==> config.mk <==
export PLATFORM = sky130hd
export DESIGN_NAME = tmr1_irq_top
export DESIGN_NICKNAME = d
export VERILOG_FILES = /design/src/rtl/tmr1_pkg.sv /design/src/rtl/tmr1_cyc_div.sv /design/src/rtl/tmr1_prescaler.sv /design/src/rtl/tmr1_irq_ctrl.sv /design/src/rtl/tmr1_irq_top.sv
export SDC_FILE = /design/constraint.sdc
export NUM_CORES = 1
export LEC_CHECK = 0
export BUFFER_PORTS_ARGS = -buffer_cell sky130_fd_sc_hd__buf_2
export CAP_MARGIN = 40
export CELL_PAD_IN_SITES_DETAIL_PLACEMENT = 1
export CELL_PAD_IN_SITES_GLOBAL_PLACEMENT = 2
export CORE_ASPECT_RATIO = 1.25
export CORE_MARGIN = 3
export CORE_UTILIZATION = 32
export CTS_BUF_LIST = sky130_fd_sc_hd__clkbuf_16
export DETAILED_ROUTE_END_ITERATION = 10
export GPL_ROUTABILITY_DRIVEN = 0
export PLACE_DENSITY = 0.77
export SYNTH_ARGS = -nofsm -noshare
export SYNTH_HDL_FRONTEND = slang
export SYNTH_SLANG_ARGS = --single-unit
==> constraint.sdc <==
create_clock -name clk_i -period 1.3 [get_ports clk_i]
set_input_delay 0.065 -clock clk_i [delete_from_list [all_inputs] [get_ports clk_i]]
set_output_delay 0.065 -clock clk_i [all_outputs]
set_load 0.1 [all_outputs]
==> src/rtl/tmr1_pkg.sv <==
package tmr1_pkg;
  parameter int unsigned CTRL_W     = 4;
  parameter int unsigned IRQ_EN_BIT = 0;
  typedef logic [CTRL_W-1:0] ctrl_t;
endpackage

==> src/rtl/tmr1_cyc_div.sv <==
module tmr1_cyc_div #(
  parameter int unsigned CYC_CLKS = 6
) (
  input  logic clk_i,
  input  logic rst_ni,
  output logic tick_o
);
  localparam int unsigned CW = (CYC_CLKS > 1) ? $clog2(CYC_CLKS) : 1;
  localparam logic [CW-1:0] LAST = CW'(CYC_CLKS - 1);

  logic [CW-1:0] cnt_q;

  assign tick_o = (cnt_q == LAST);

  always_ff @(posedge clk_i or negedge rst_ni) begin
    if (!rst_ni)     cnt_q <= '0;
    else if (tick_o) cnt_q <= '0;
    else             cnt_q <= cnt_q + 1'b1;
  end
endmodule

==> src/rtl/tmr1_prescaler.sv <==
module tmr1_prescaler #(
  parameter int unsigned PRE_BITS = 7
) (
  input  logic clk_i,
  input  logic rst_ni,
  input  logic tick_i,
  output logic wrap_o
);
  logic [PRE_BITS-1:0] pre_q;

  // wraps to zero on its own: next interval starts immediately
  assign wrap_o = tick_i && (&pre_q);

  always_ff @(posedge clk_i or negedge rst_ni) begin
    if (!rst_ni)     pre_q <= '0;
    else if (tick_i) pre_q <= pre_q + 1'b1;
  end
endmodule

==> src/rtl/tmr1_irq_ctrl.sv <==
module tmr1_irq_ctrl
  import tmr1_pkg::*;
(
  input  logic  clk_i,
  input  logic  rst_ni,
  input  logic  wrap_i,
  input  logic  ctrl_we_i,
  input  ctrl_t ctrl_wdata_i,
  input  logic  flag_clr_i,
  output ctrl_t ctrl_o,
  output logic  flag_o,
  output logic  irq_o,
  output logic  recheck_o
);
  ctrl_t ctrl_q;
  logic  flag_q;
  logic  recheck_q;

  for (genvar i = 0; i < CTRL_W; i++) begin : g_ctrl
    always_ff @(posedge clk_i or negedge rst_ni) begin
      if (!rst_ni)        ctrl_q[i] <= 1'b0;
      else if (ctrl_we_i) ctrl_q[i] <= ctrl_wdata_i[i];
    end
  end

  always_ff @(posedge clk_i or negedge rst_ni) begin
    if (!rst_ni) begin
      flag_q    <= 1'b0;
      recheck_q <= 1'b0;
    end else begin
      flag_q    <= wrap_i | (flag_q & ~flag_clr_i); // set beats clear
      recheck_q <= wrap_i | ctrl_we_i;
    end
  end

  assign ctrl_o    = ctrl_q;
  assign flag_o    = flag_q;
  assign irq_o     = flag_q & ctrl_q[IRQ_EN_BIT];
  assign recheck_o = recheck_q;
endmodule

==> src/rtl/tmr1_irq_top.sv <==
module tmr1_irq_top
  import tmr1_pkg::*;
#(
  parameter int unsigned CYC_CLKS = 6,
  parameter int unsigned PRE_BITS = 7
) (
  input  logic              clk_i,
  input  logic              rst_ni,
  input  logic              ctrl_we_i,
  input  logic [CTRL_W-1:0] ctrl_wdata_i,
  input  logic              flag_clr_i,
  input  logic              t_pin_i,
  output logic              t_state_o,
  output logic [CTRL_W-1:0] ctrl_o,
  output logic              flag_o,
  output logic              irq_o,
  output logic              recheck_o
);
  logic tick;
  logic wrap;
  logic t_q;

  tmr1_cyc_div #(.CYC_CLKS(CYC_CLKS)) u_div (
    .clk_i(clk_i), .rst_ni(rst_ni), .tick_o(tick)
  );

  tmr1_prescaler #(.PRE_BITS(PRE_BITS)) u_pre (
    .clk_i(clk_i), .rst_ni(rst_ni), .tick_i(tick), .wrap_o(wrap)
  );

  tmr1_irq_ctrl u_irq (
    .clk_i(clk_i), .rst_ni(rst_ni), .wrap_i(wrap),
    .ctrl_we_i(ctrl_we_i), .ctrl_wdata_i(ctrl_wdata_i),
    .flag_clr_i(flag_clr_i), .ctrl_o(ctrl_o), .flag_o(flag_o),
    .irq_o(irq_o), .recheck_o(recheck_o)
  );

  always_ff @(posedge clk_i or negedge rst_ni) begin
    if (!rst_ni) t_q <= 1'b0;
    else         t_q <= t_pin_i;
  end

  assign t_state_o = t_q;
endmodule

== Word-level counts from Yosys, hierarchy flattened ==
Index checks and enable logic that the tools add are counted.

* Add/sub/neg operators: 2
* Multiply operators: 0
* Divide/modulo/power cells: 0
* Magnitude comparators: 0
* Eq/ne operators: 1
* Shift-type cells: 0
* Muxes and demuxes: 1
* Bitwise operators: 5
* Reductions and logical operators: 2

{| class="wikitable"
|+ Operators by type and width
! kind !! count
|-
| adder 7 x 1 -> 7 bit (second input constant) || 1
|-
| AND reduction 7 bit || 1
|-
| adder 3 x 1 -> 3 bit (second input constant) || 1
|-
| == test 3 bit (second input constant) || 1
|-
| 2-to-1 mux 3 bit || 1
|-
| AND 1 bit || 2
|-
| OR 1 bit || 2
|-
| logical AND 1 bit || 1
|-
| inverter 1 bit || 1
|}

* Bits in registers: 17
* Latch bits: 0
* Bits in writable memories: 0
* Bits in read-only memories: 0
* Input bits: 9
* Output and inout bits: 8
* Word-level logic and storage cells: 20
* Memories: 0

== Logic depth before layout (Yosys ltp) ==
Gate-level depths: netlist of the first run.

* Depth after elaboration: 3
* Depth in mapped cells: 4

== Cells and area by module ==
Synthesis of the first run repeated with hierarchy kept, for this count alone.

* Cell total of the unflattened synthesis: 49
* Area, all modules: 666.9 um2

{| class="wikitable"
|+ Modules (own cells, without submodules)
! module !! times used !! cells each !! area an instance (um2)
|-
| tmr1_prescaler || 1 || 24 || 306.5
|-
| tmr1_irq_ctrl || 1 || 14 || 219.0
|-
| tmr1_cyc_div || 1 || 10 || 116.4
|-
| tmr1_irq_top || 1 || 1 || 25.0
|}

== Worst setup path before layout of the first run ==
OpenSTA, ideal clock, no wires.

* Path type: reg-to-output
* Start: register u_irq.flag_q, in the netlist u_irq.flag_o
* End: output port irq_o
* Arrival time: 1.781 ns
* Required time: 1.235 ns
* Slack: -0.546 ns
* Cell stages (with the launch flop): 2
* Cells stage by stage: dfrtp_1 > and2_1

* Word-level cells in the longest chain between the ends: 1

{| class="wikitable"
|+ RTL lines
! item !! line !! source
|-
| start, declared || tmr1_irq_ctrl.sv:16 || <nowiki>logic flag_q;</nowiki>
|-
| start signal, assigned || tmr1_irq_ctrl.sv:31 || <nowiki>flag_q <= wrap_i | (flag_q & ~flag_clr_i);</nowiki>
|-
| AND 1 bit || tmr1_irq_ctrl.sv:38 || <nowiki>assign irq_o = flag_q & ctrl_q[IRQ_EN_BIT];</nowiki>
|-
| end, declared || tmr1_irq_top.sv:16 || <nowiki>output logic irq_o,</nowiki>
|}

No other way between the ends.

== Worst setup path after layout of the first run ==
* Start: register u_irq.ctrl_q[0], in the netlist u_irq.ctrl_o[0]
* End: output port irq_o

* Word-level cells in the longest chain between the ends: 1

{| class="wikitable"
|+ RTL lines
! item !! line !! source
|-
| start, declared || tmr1_irq_ctrl.sv:15 || <nowiki>ctrl_t ctrl_q;</nowiki>
|-
| start signal, assigned by index || tmr1_irq_ctrl.sv:22 || <nowiki>else if (ctrl_we_i) ctrl_q[i] <= ctrl_wdata_i[i];</nowiki>
|-
| AND 1 bit || tmr1_irq_ctrl.sv:38 ||
|}

No other way between the ends.

==> metrics.log, run 1 <==
INFO  metric status = finished clean
INFO  metric detail_route.drc_violations = 0
INFO  metric first_pass_grt_wire_length = 1869 um
INFO  metric vdd_ir_drop_max = 672.4 uV
INFO  metric final_cell_count_no_fill = 92
INFO  metric area_growth_syn_to_layout = 30.93%
INFO  metric ys_types = 18
INFO  metric clock-root-buffer = sky130_fd_sc_hd__clkbuf_16
INFO  metric timing.critical_path.from_type = flip-flop
INFO  metric met2_length = 547 um
INFO  metric cp.arrival = 1.14 ns
INFO  metric synth.yosys.seq_area_share = 0.6296
INFO  metric clock_period_minus_worst_slack = 1.206 ns
INFO  metric grt_pass1_vias = 439
INFO  metric yosys_register_bits = 17
INFO  metric top_layer_used = met4
INFO  metric setup-violations-final = 0
INFO  metric dp.cells = 86
INFO  metric crit_chain = and2_4 -> buf_2
INFO  metric grt_start_max_net_pins = 18
INFO  metric final_antenna_net_count = 0
INFO  metric synth.top_cells.by_area = sky130_fd_sc_hd__dfrtp_1 63%, sky130_fd_sc_hd__mux2_2 8.3%, sky130_fd_sc_hd__xor2_1 6.5%, sky130_fd_sc_hd__nor3_2 3.0%, sky130_fd_sc_hd__nand2_1 2.2%
INFO  metric coreArea = 1872 um2
INFO  metric setup.worst_path.end_class = output port
INFO  metric die_h = 57.38 um
INFO  metric cellLeakagePower = 0.0004458 uW
INFO  metric max_stage_delay = 0.41 ns
INFO  metric final_nets = 84
INFO  metric gr_ovfl_total = 0
INFO  metric grtUsageTotal = 0.09829
INFO  metric cts_tree = built
INFO  metric most_used_cells_in_the_layout_excluding_fill_and_tap_cells = 16 x sky130_fd_sc_hd__buf_2, 15 x sky130_fd_sc_hd__dfrtp_1, 5 x sky130_fd_sc_hd__mux2_2, 5 x sky130_fd_sc_hd__xor2_1, 4 x sky130_fd_sc_hd__nand2_1
INFO  metric critical_path.max_fanout = 3
INFO  metric setup_repair_after_global_routing_missed_its_margin = no
INFO  metric finalCritPeriodShare = 0.9274
INFO  metric wl_met1 = 422 um
INFO  metric htree_num_levels = 1
INFO  metric synth.net_count = 61
INFO  metric post-dp-hpwl = 799.8 um
INFO  metric die_area = 2702 um2
INFO  metric floorplan.initialDensity = 0.3610
INFO  metric cts-buffers-inserted = 3
INFO  metric post_synth.cell_area_avg = 13.25 um2
INFO  metric cp.required = 1.24 ns
INFO  metric worst-slew-pin-transition = 0.4843 ns
INFO  metric routed_wl = 1098 um
INFO  metric most_common_cell_after_layout_fill_and_taps_aside = sky130_fd_sc_hd__buf_2
INFO  metric hold_path.class = primary input to flip-flop
INFO  metric crit_path_top_delay_cell = sky130_fd_sc_hd__buf_2
INFO  metric wl_per_cell = 11.93 um
INFO  metric row_count = 17
INFO  metric proportion_of_netlist_area_held_by_the_largest_area_contributor = 0.6296
INFO  metric met3_wl = 96 um
INFO  metric finalCoreUtilization = 0.4726
INFO  metric fin_worst_skew = 0.001558 ns
INFO  metric timing_worst_setup_path_type = flip-flop to output port
INFO  metric avgViaCountPerCell = 4.870
INFO  metric clk_latency = 0.24 ns
INFO  metric fmax = 829.4 MHz
INFO  metric slew_headroom = 0.6794
INFO  metric cts.path.max_buffers = 2
INFO  metric yosysTopAreaCell = sky130_fd_sc_hd__dfrtp_1
INFO  metric post-cts-setup-buffer-count = 0
INFO  metric fin_tns_setup = 0 ns
INFO  metric io_buffers = 16
INFO  metric synth.yosys.warnings = 0
INFO  metric finalHoldViolCount = 0
INFO  metric post_cts_resize_count = 0
INFO  metric dr.pass1.iters = 2
INFO  metric diodes = 0
INFO  metric detailroute.via_count = 448
INFO  metric synthCells = 51
INFO  metric post_synth_instance_area = 675.6 um2
INFO  metric ioPinCount = 17
INFO  metric power_density = 1502 nW/um2
INFO  metric clkTransAtPathRegs = 0.05 ns
INFO  metric drv_slew = 0
INFO  metric drv_cap = 0
INFO  metric antenna_found_initial = 0
INFO  metric fp.dieW = 47.10 um
INFO  metric drt-initial-drc-count = 1
INFO  metric clock-sinks = 17
INFO  metric post_route_cells_drive_above_1_share = 0.4247
## registers in the layout, indices dropped and copies added (netlist names)
| signal | flops |
|---|---|
| u_div.cnt_q | 3 |
| u_pre.pre_q | 7 |
| t_state_o | 1 |
| u_irq.flag_o | 1 |
| u_irq.ctrl_o | 4 |
| u_irq.recheck_o | 1 |
## cells in the mapped netlist
cell and number:
sky130_fd_sc_hd__a21o_1 1, sky130_fd_sc_hd__a22o_1 1, sky130_fd_sc_hd__and2_1 1, sky130_fd_sc_hd__dfrtp_1 17
sky130_fd_sc_hd__ha_1 1, sky130_fd_sc_hd__inv_1 3, sky130_fd_sc_hd__mux2_2 5, sky130_fd_sc_hd__mux2i_1 1
sky130_fd_sc_hd__nand2_1 4, sky130_fd_sc_hd__nand2b_1 1, sky130_fd_sc_hd__nand3_1 2, sky130_fd_sc_hd__nand3b_2 1
sky130_fd_sc_hd__nand4_1 1, sky130_fd_sc_hd__nor2_1 3, sky130_fd_sc_hd__nor3_2 2, sky130_fd_sc_hd__o21ai_0 1
sky130_fd_sc_hd__xnor2_1 1, sky130_fd_sc_hd__xor2_1 5
## stage by stage
stage          total power [uW]  setup WS (ns)  hold slack [ns]  area [um2]
6_report                   1329        0.09434          0.04792       884.6
5_1_grt                    1392        0.01176          0.05447       884.6
2_1_floorplan             693.4        0.04405          -0.2306       680.7
3_3_place_gp              735.0         0.1074         0.004259       784.5
3_5_place_dp              736.0         0.1116         0.004284       784.5
4_1_cts                    1347        0.06669          0.04535       884.6
## metal layers
layer  global-route usage  vias to the layer above
met1               0.1083                      213
met5                    0                        -
met2               0.1592                       17
li1                     -                      213
met4              0.05929                        0
met3              0.02839                        5
## power by group
part	leakage (uW)	internal, uW	switching, uW	total, uW
logic	0.000193	34.6	142	177
clock network	0.0000409	411	189	600
registers	0.000212	546	6.22	553
total	0.000446	992	337	1330
## cell type report
type	count	area (um2)
Fill cell	204	987.2
Multi-Input combinational cell	31	241.5
Tap cell	19	23.77
Clock buffer	3	75.07
Clock inverter	1	5.005
Inverter	3	11.26
Sequential cell	17	427.9
Timing Repair Buffer	18	100.1
## worst paths after layout
| check | startpoint | end | slack [ns] | cells after the start |
|---|---|---|---|---|
| worst min register to register | u_pre.pre_q[6]$_DFFE_PN0N_ | u_pre.pre_q[6]$_DFFE_PN0N_ | 0.49 | 1 |
| worst max-delay path | u_irq.ctrl_o[0]$_DFFE_PN0P_ | irq_o | 0.09 | 2 |
| max in group asynchronous | rst_ni | u_irq.flag_o$_DFF_PN0_ | 0.74 | 2 |
| worst min-delay path | ctrl_wdata_i[1] | u_irq.ctrl_o[1]$_DFFE_PN0P_ | 0.05 | 2 |
| worst max register to register | u_pre.pre_q[0]$_DFFE_PN0N_ | u_pre.pre_q[6]$_DFFE_PN0N_ | 0.14 | 4 |
| min in group asynchronous | rst_ni | u_pre.pre_q[4]$_DFFE_PN0N_ | 0.27 | 2 |
## cell families (layout without fill, tap and decap cells)
kind of cell,count (synthesis),in the layout,share of synthesized area
muxes,6,6,0.09814
and+or+nand+nor,15,15,0.1278
AOI/OAI and AO/OA,3,3,0.03148
DFF,17,17,0.6296
adders and majority gates,1,1,0.01852
buffers and inverters,3,25,0.01667
xor gates and xnor gates,6,6,0.07778
## timing repair
action | in CTS | in global routing
endpoints found under the hold margin | 18 | 0
setup endpoints to repair | 0 | 1
hold buffers | 2 | 0
## critical path: cells and delay by family (launching register included)
family	cells	cell delay (ns)
buffers and inverters	1	0.41
AND/OR/NAND/NOR	1	0.13
flip-flops	1	0.36
Note: power is estimated with default switching activity, not from simulation.
==> run 2: changes to the inputs <==
--- a/config.mk
+++ b/config.mk
@@ -16,6 +16,7 @@
 export DETAILED_ROUTE_END_ITERATION = 10
 export GPL_ROUTABILITY_DRIVEN = 0
 export PLACE_DENSITY = 0.77
+export SETUP_SLACK_MARGIN = 0.1
 export SYNTH_ARGS = -nofsm -noshare
 export SYNTH_HDL_FRONTEND = slang
 export SYNTH_SLANG_ARGS = --single-unit
==> run 2 against run 1 <==
Net effect: via count up 1.8%; sequential power hardly changed; critical endpoint is now u_pre.pre_q[6]$_DFFE_PN0N_; largest power group unchanged; worst setup slack improved by 0.055 ns; critical path type is now flip-flop to flip-flop.
==> metrics.log, run 2 (synthesis gave the netlist of run 1 again) <==
INFO  metric gr_ovfl_total = 0 (unchanged)
INFO  metric setup.worst_path.end_class = flip-flop
INFO  metric critical_path.max_fanout = 3 (unchanged)
INFO  metric max_stage_delay = 0.40 ns (about the same)
INFO  metric diodes = 0 (unchanged)
INFO  metric regToRegStartpoint = u_pre.pre_q[0]$_DFFE_PN0N_
INFO  metric wl_per_cell = 12.87 um (+7.9%)
INFO  metric p_int = 993.7 uW (+0.20%)
INFO  metric hold_path.class = primary input to flip-flop
INFO  metric dp.cells = 86 (unchanged)
INFO  metric post_route_cells_drive_above_1_share = 0.5000 (+0.07534)
INFO  metric post-dp-hpwl = 836 um (+4.5%)
INFO  metric slew_headroom = 0.6776 (-0.001744)
INFO  metric avgViaCountPerCell = 4.800 (-1.4%)
INFO  metric holdPathStages = 2 (unchanged)
INFO  metric rr_endpoint = u_pre.pre_q[6]$_DFFE_PN0N_
INFO  metric cp.required = 1.47 ns (+0.23 ns)
INFO  metric clock_period_minus_worst_slack = 1.151 ns (-0.05505 ns)
INFO  metric setup-violations-final = 0 (unchanged)
INFO  metric count_of_fill_cells_added_during_filler_insertion = 199 (-2.5%)
INFO  metric finalHoldViolCount = 0 (unchanged)
INFO  metric setup_slack = 0.1494 ns (+0.05505 ns)
INFO  metric power_density = 1450 nW/um2 (-3.5%)
INFO  metric cp_top_family = flip-flops
INFO  metric die_h = 57.38 um (unchanged)
INFO  metric first_pass_grt_wire_length = 1863 um (-0.32%)
INFO  metric cts_tree = built
INFO  metric crit_buf_inv = 0 (-1)
INFO  metric cts-buffers-inserted = 3 (unchanged)
INFO  metric fin_worst_skew = 0.003092 ns (+0.001535 ns)
INFO  metric power.sequential.fraction = 0.413 (-0.003)
INFO  metric worst-slew-pin-transition = 0.4869 ns (+0.002635 ns)
INFO  metric final_cell_count_no_fill = 95 (+3.3%)
INFO  metric finalCritPeriodShare = 0.8851 (-0.04234)
INFO  metric crit_path_top_delay_cell = sky130_fd_sc_hd__dfrtp_1
INFO  metric fin_tns_setup = 0 ns (unchanged)
INFO  metric final_antenna_net_count = 0 (unchanged)
INFO  metric row_count = 17 (unchanged)
INFO  metric drt-initial-drc-count = 0 (-1)
INFO  metric antenna_found_initial = 0 (unchanged)
INFO  metric timing_worst_setup_path_type = flip-flop to flip-flop
INFO  metric reg2reg_setup_slack = 0.15 ns (about the same)
INFO  metric grt_start_max_net_pins = 18 (unchanged)
INFO  metric htree_num_levels = 1 (unchanged)
INFO  metric die_area = 2702 um2 (unchanged)
INFO  metric hold_path_startpoint = ctrl_wdata_i[2]
INFO  metric final_nets = 87 (+3.6%)
INFO  metric total_switching_power = 348.4 uW (+3.3%)
INFO  metric drv_cap = 0 (unchanged)
INFO  metric grt_pass1_vias = 456 (+3.9%)
INFO  metric most_common_cell_after_layout_fill_and_taps_aside = sky130_fd_sc_hd__buf_2
INFO  metric p_sw_frac = 0.2596 (+0.005760)
INFO  metric cp.arrival = 1.32 ns (+0.18 ns)
INFO  metric post-place-ws = 0.1112 ns (-0.0004130 ns)
INFO  metric largest_register_ffs = 7 (unchanged)
INFO  metric finalCoreUtilization = 0.4947 (+0.02206)
INFO  metric clock-sinks = 17 (unchanged)
INFO  metric io_buffers = 16 (unchanged)
INFO  metric most_used_cells_in_the_layout_excluding_fill_and_tap_cells = 15 x sky130_fd_sc_hd__buf_2, 12 x sky130_fd_sc_hd__dfrtp_1, 5 x sky130_fd_sc_hd__mux2_2, 5 x sky130_fd_sc_hd__xor2_1, 5 x sky130_fd_sc_hd__dfrtp_2
INFO  metric depth_of_the_worst_register_to_register_path = 4 (unchanged)
INFO  metric clkTransAtPathRegs = 0.05 ns (about the same)
INFO  metric status = finished clean
INFO  metric holdWs = 0.04307 ns (-0.004854 ns)
INFO  metric cellLeakagePower = 0.0004559 uW (+2.3%)
INFO  metric clk_latency = 0.25 ns (about the same)
INFO  metric vdd_ir_drop_max = 777.1 uV (+16%)
INFO  metric drv_slew = 0 (unchanged)
INFO  metric coreArea = 1872 um2 (unchanged)
INFO  metric detail_route.drc_violations = 0 (unchanged)
INFO  metric fp.dieW = 47.10 um (unchanged)
INFO  metric setup_repair_after_global_routing_missed_its_margin = yes
INFO  metric ioPinCount = 17 (unchanged)
INFO  metric crit_chain = ha_4 -> nand4_1 -> nor3_2 -> xor2_1
INFO  metric largest_register = u_pre.pre_q
INFO  metric floorplan.initialDensity = 0.3610 (unchanged)
INFO  metric routed_wl = 1223 um (+11%)
INFO  metric p_clk_frac = 0.455 (+0.004)
INFO  metric timing.critical_path.from_type = flip-flop
INFO  metric holdPathEnd = u_irq.ctrl_o[2]$_DFFE_PN0P_
INFO  metric cts.path.max_buffers = 2 (unchanged)
INFO  metric area_growth_syn_to_layout = 37.04%
INFO  metric dr.pass1.iters = 1 (-1)
INFO  metric comb_power_share = 0.132 (about the same)
INFO  metric clock-root-buffer = sky130_fd_sc_hd__clkbuf_16
INFO  metric fmax = 869.1 MHz (+4.8%)
INFO  metric detailroute.via_count = 456 (+1.8%)
INFO  metric grtUsageTotal = 0.1037 (+0.005368)
run 2: cell count changes in the layout (fill, tap and decap cells not counted), sizes merged:
| cell | delta |
|---|---|
| buf | +3 |
run 2: per-layer routing:
layer  track usage  up-vias  share of wire
li1              -      220              -
met2        0.1670       17           0.49
met4       0.08300        0          0.026
met1       0.09412      215           0.40
met3       0.04732        4          0.083
met5             0        -              0
run 2: power by group through the flow:
| stage | clock network [uW] | logic [uW] | registers (uW) |
|---|---|---|---|
| after global placement | 0 | 174 | 562 |
| after CTS | 623 | 179 | 554 |
| after floorplan | 0 | 14.7 | 681 |
| after detailed placement | 0 | 174 | 563 |
| final | 610 | 178 | 554 |
| after global routing | 660 | 186 | 556 |
run 2: repair_timing:
item | 4_1_cts | 5_1_grt
hold buffers | 2 | 0
resized for setup | 1 | 2
gates cloned | 0 | 0
setup endpoints to repair | 2 | 4
endpoints found under the hold margin | 18 | 0
pin swaps | 1 | 3
buffers inserted | 0 | 3
run 2: worst max path at each step:
| stage | from | endpoint | slack [ns] | cells after the start |
|---|---|---|---|---|
| 2_1_floorplan | u_irq.flag_o$_DFF_PN0_ | irq_o | 0.14 | 1 |
| 3_3_place_gp | u_pre.pre_q[0]$_DFFE_PN0N_ | u_pre.pre_q[6]$_DFFE_PN0N_ | 0.11 | 4 |
| 3_5_place_dp | u_pre.pre_q[0]$_DFFE_PN0N_ | u_pre.pre_q[6]$_DFFE_PN0N_ | 0.11 | 4 |
| 4_1_cts | u_pre.pre_q[0]$_DFFE_PN0N_ | u_pre.pre_q[6]$_DFFE_PN0N_ | 0.13 | 4 |
| 5_1_grt | u_pre.pre_q[0]$_DFFE_PN0N_ | u_pre.pre_q[6]$_DFFE_PN0N_ | 0.03 | 4 |
| 6_report | u_pre.pre_q[0]$_DFFE_PN0N_ | u_pre.pre_q[6]$_DFFE_PN0N_ | 0.15 | 4 |
run 2: worst reg2reg max path, stage by stage (launching register included):
cell and delay (ns):
sky130_fd_sc_hd__dfrtp_1 0.40, sky130_fd_sc_hd__ha_4 0.16, sky130_fd_sc_hd__nand4_1 0.08, sky130_fd_sc_hd__nor3_2 0.26, sky130_fd_sc_hd__xor2_1 0.17
run 2: stage by stage:
step	power [uW]	area, um2
2_1_floorplan	695.5	684.4
3_3_place_gp	736.4	788.3
3_5_place_dp	737.8	788.3
4_1_cts	1356	890.9
5_1_grt	1401	925.9
6_report	1342	925.9
run 2: final cells by class:
type	instances	area [um2]	area share
repair buffers	21	125.1	0.1351
well taps	19	23.77	0.02568
clock buffers	3	75.07	0.08108
flip-flops and latches	17	431.7	0.4662
inverters	3	11.26	0.01216
multi-input cells	31	254.0	0.2743
clock inverters	1	5.005	0.005405
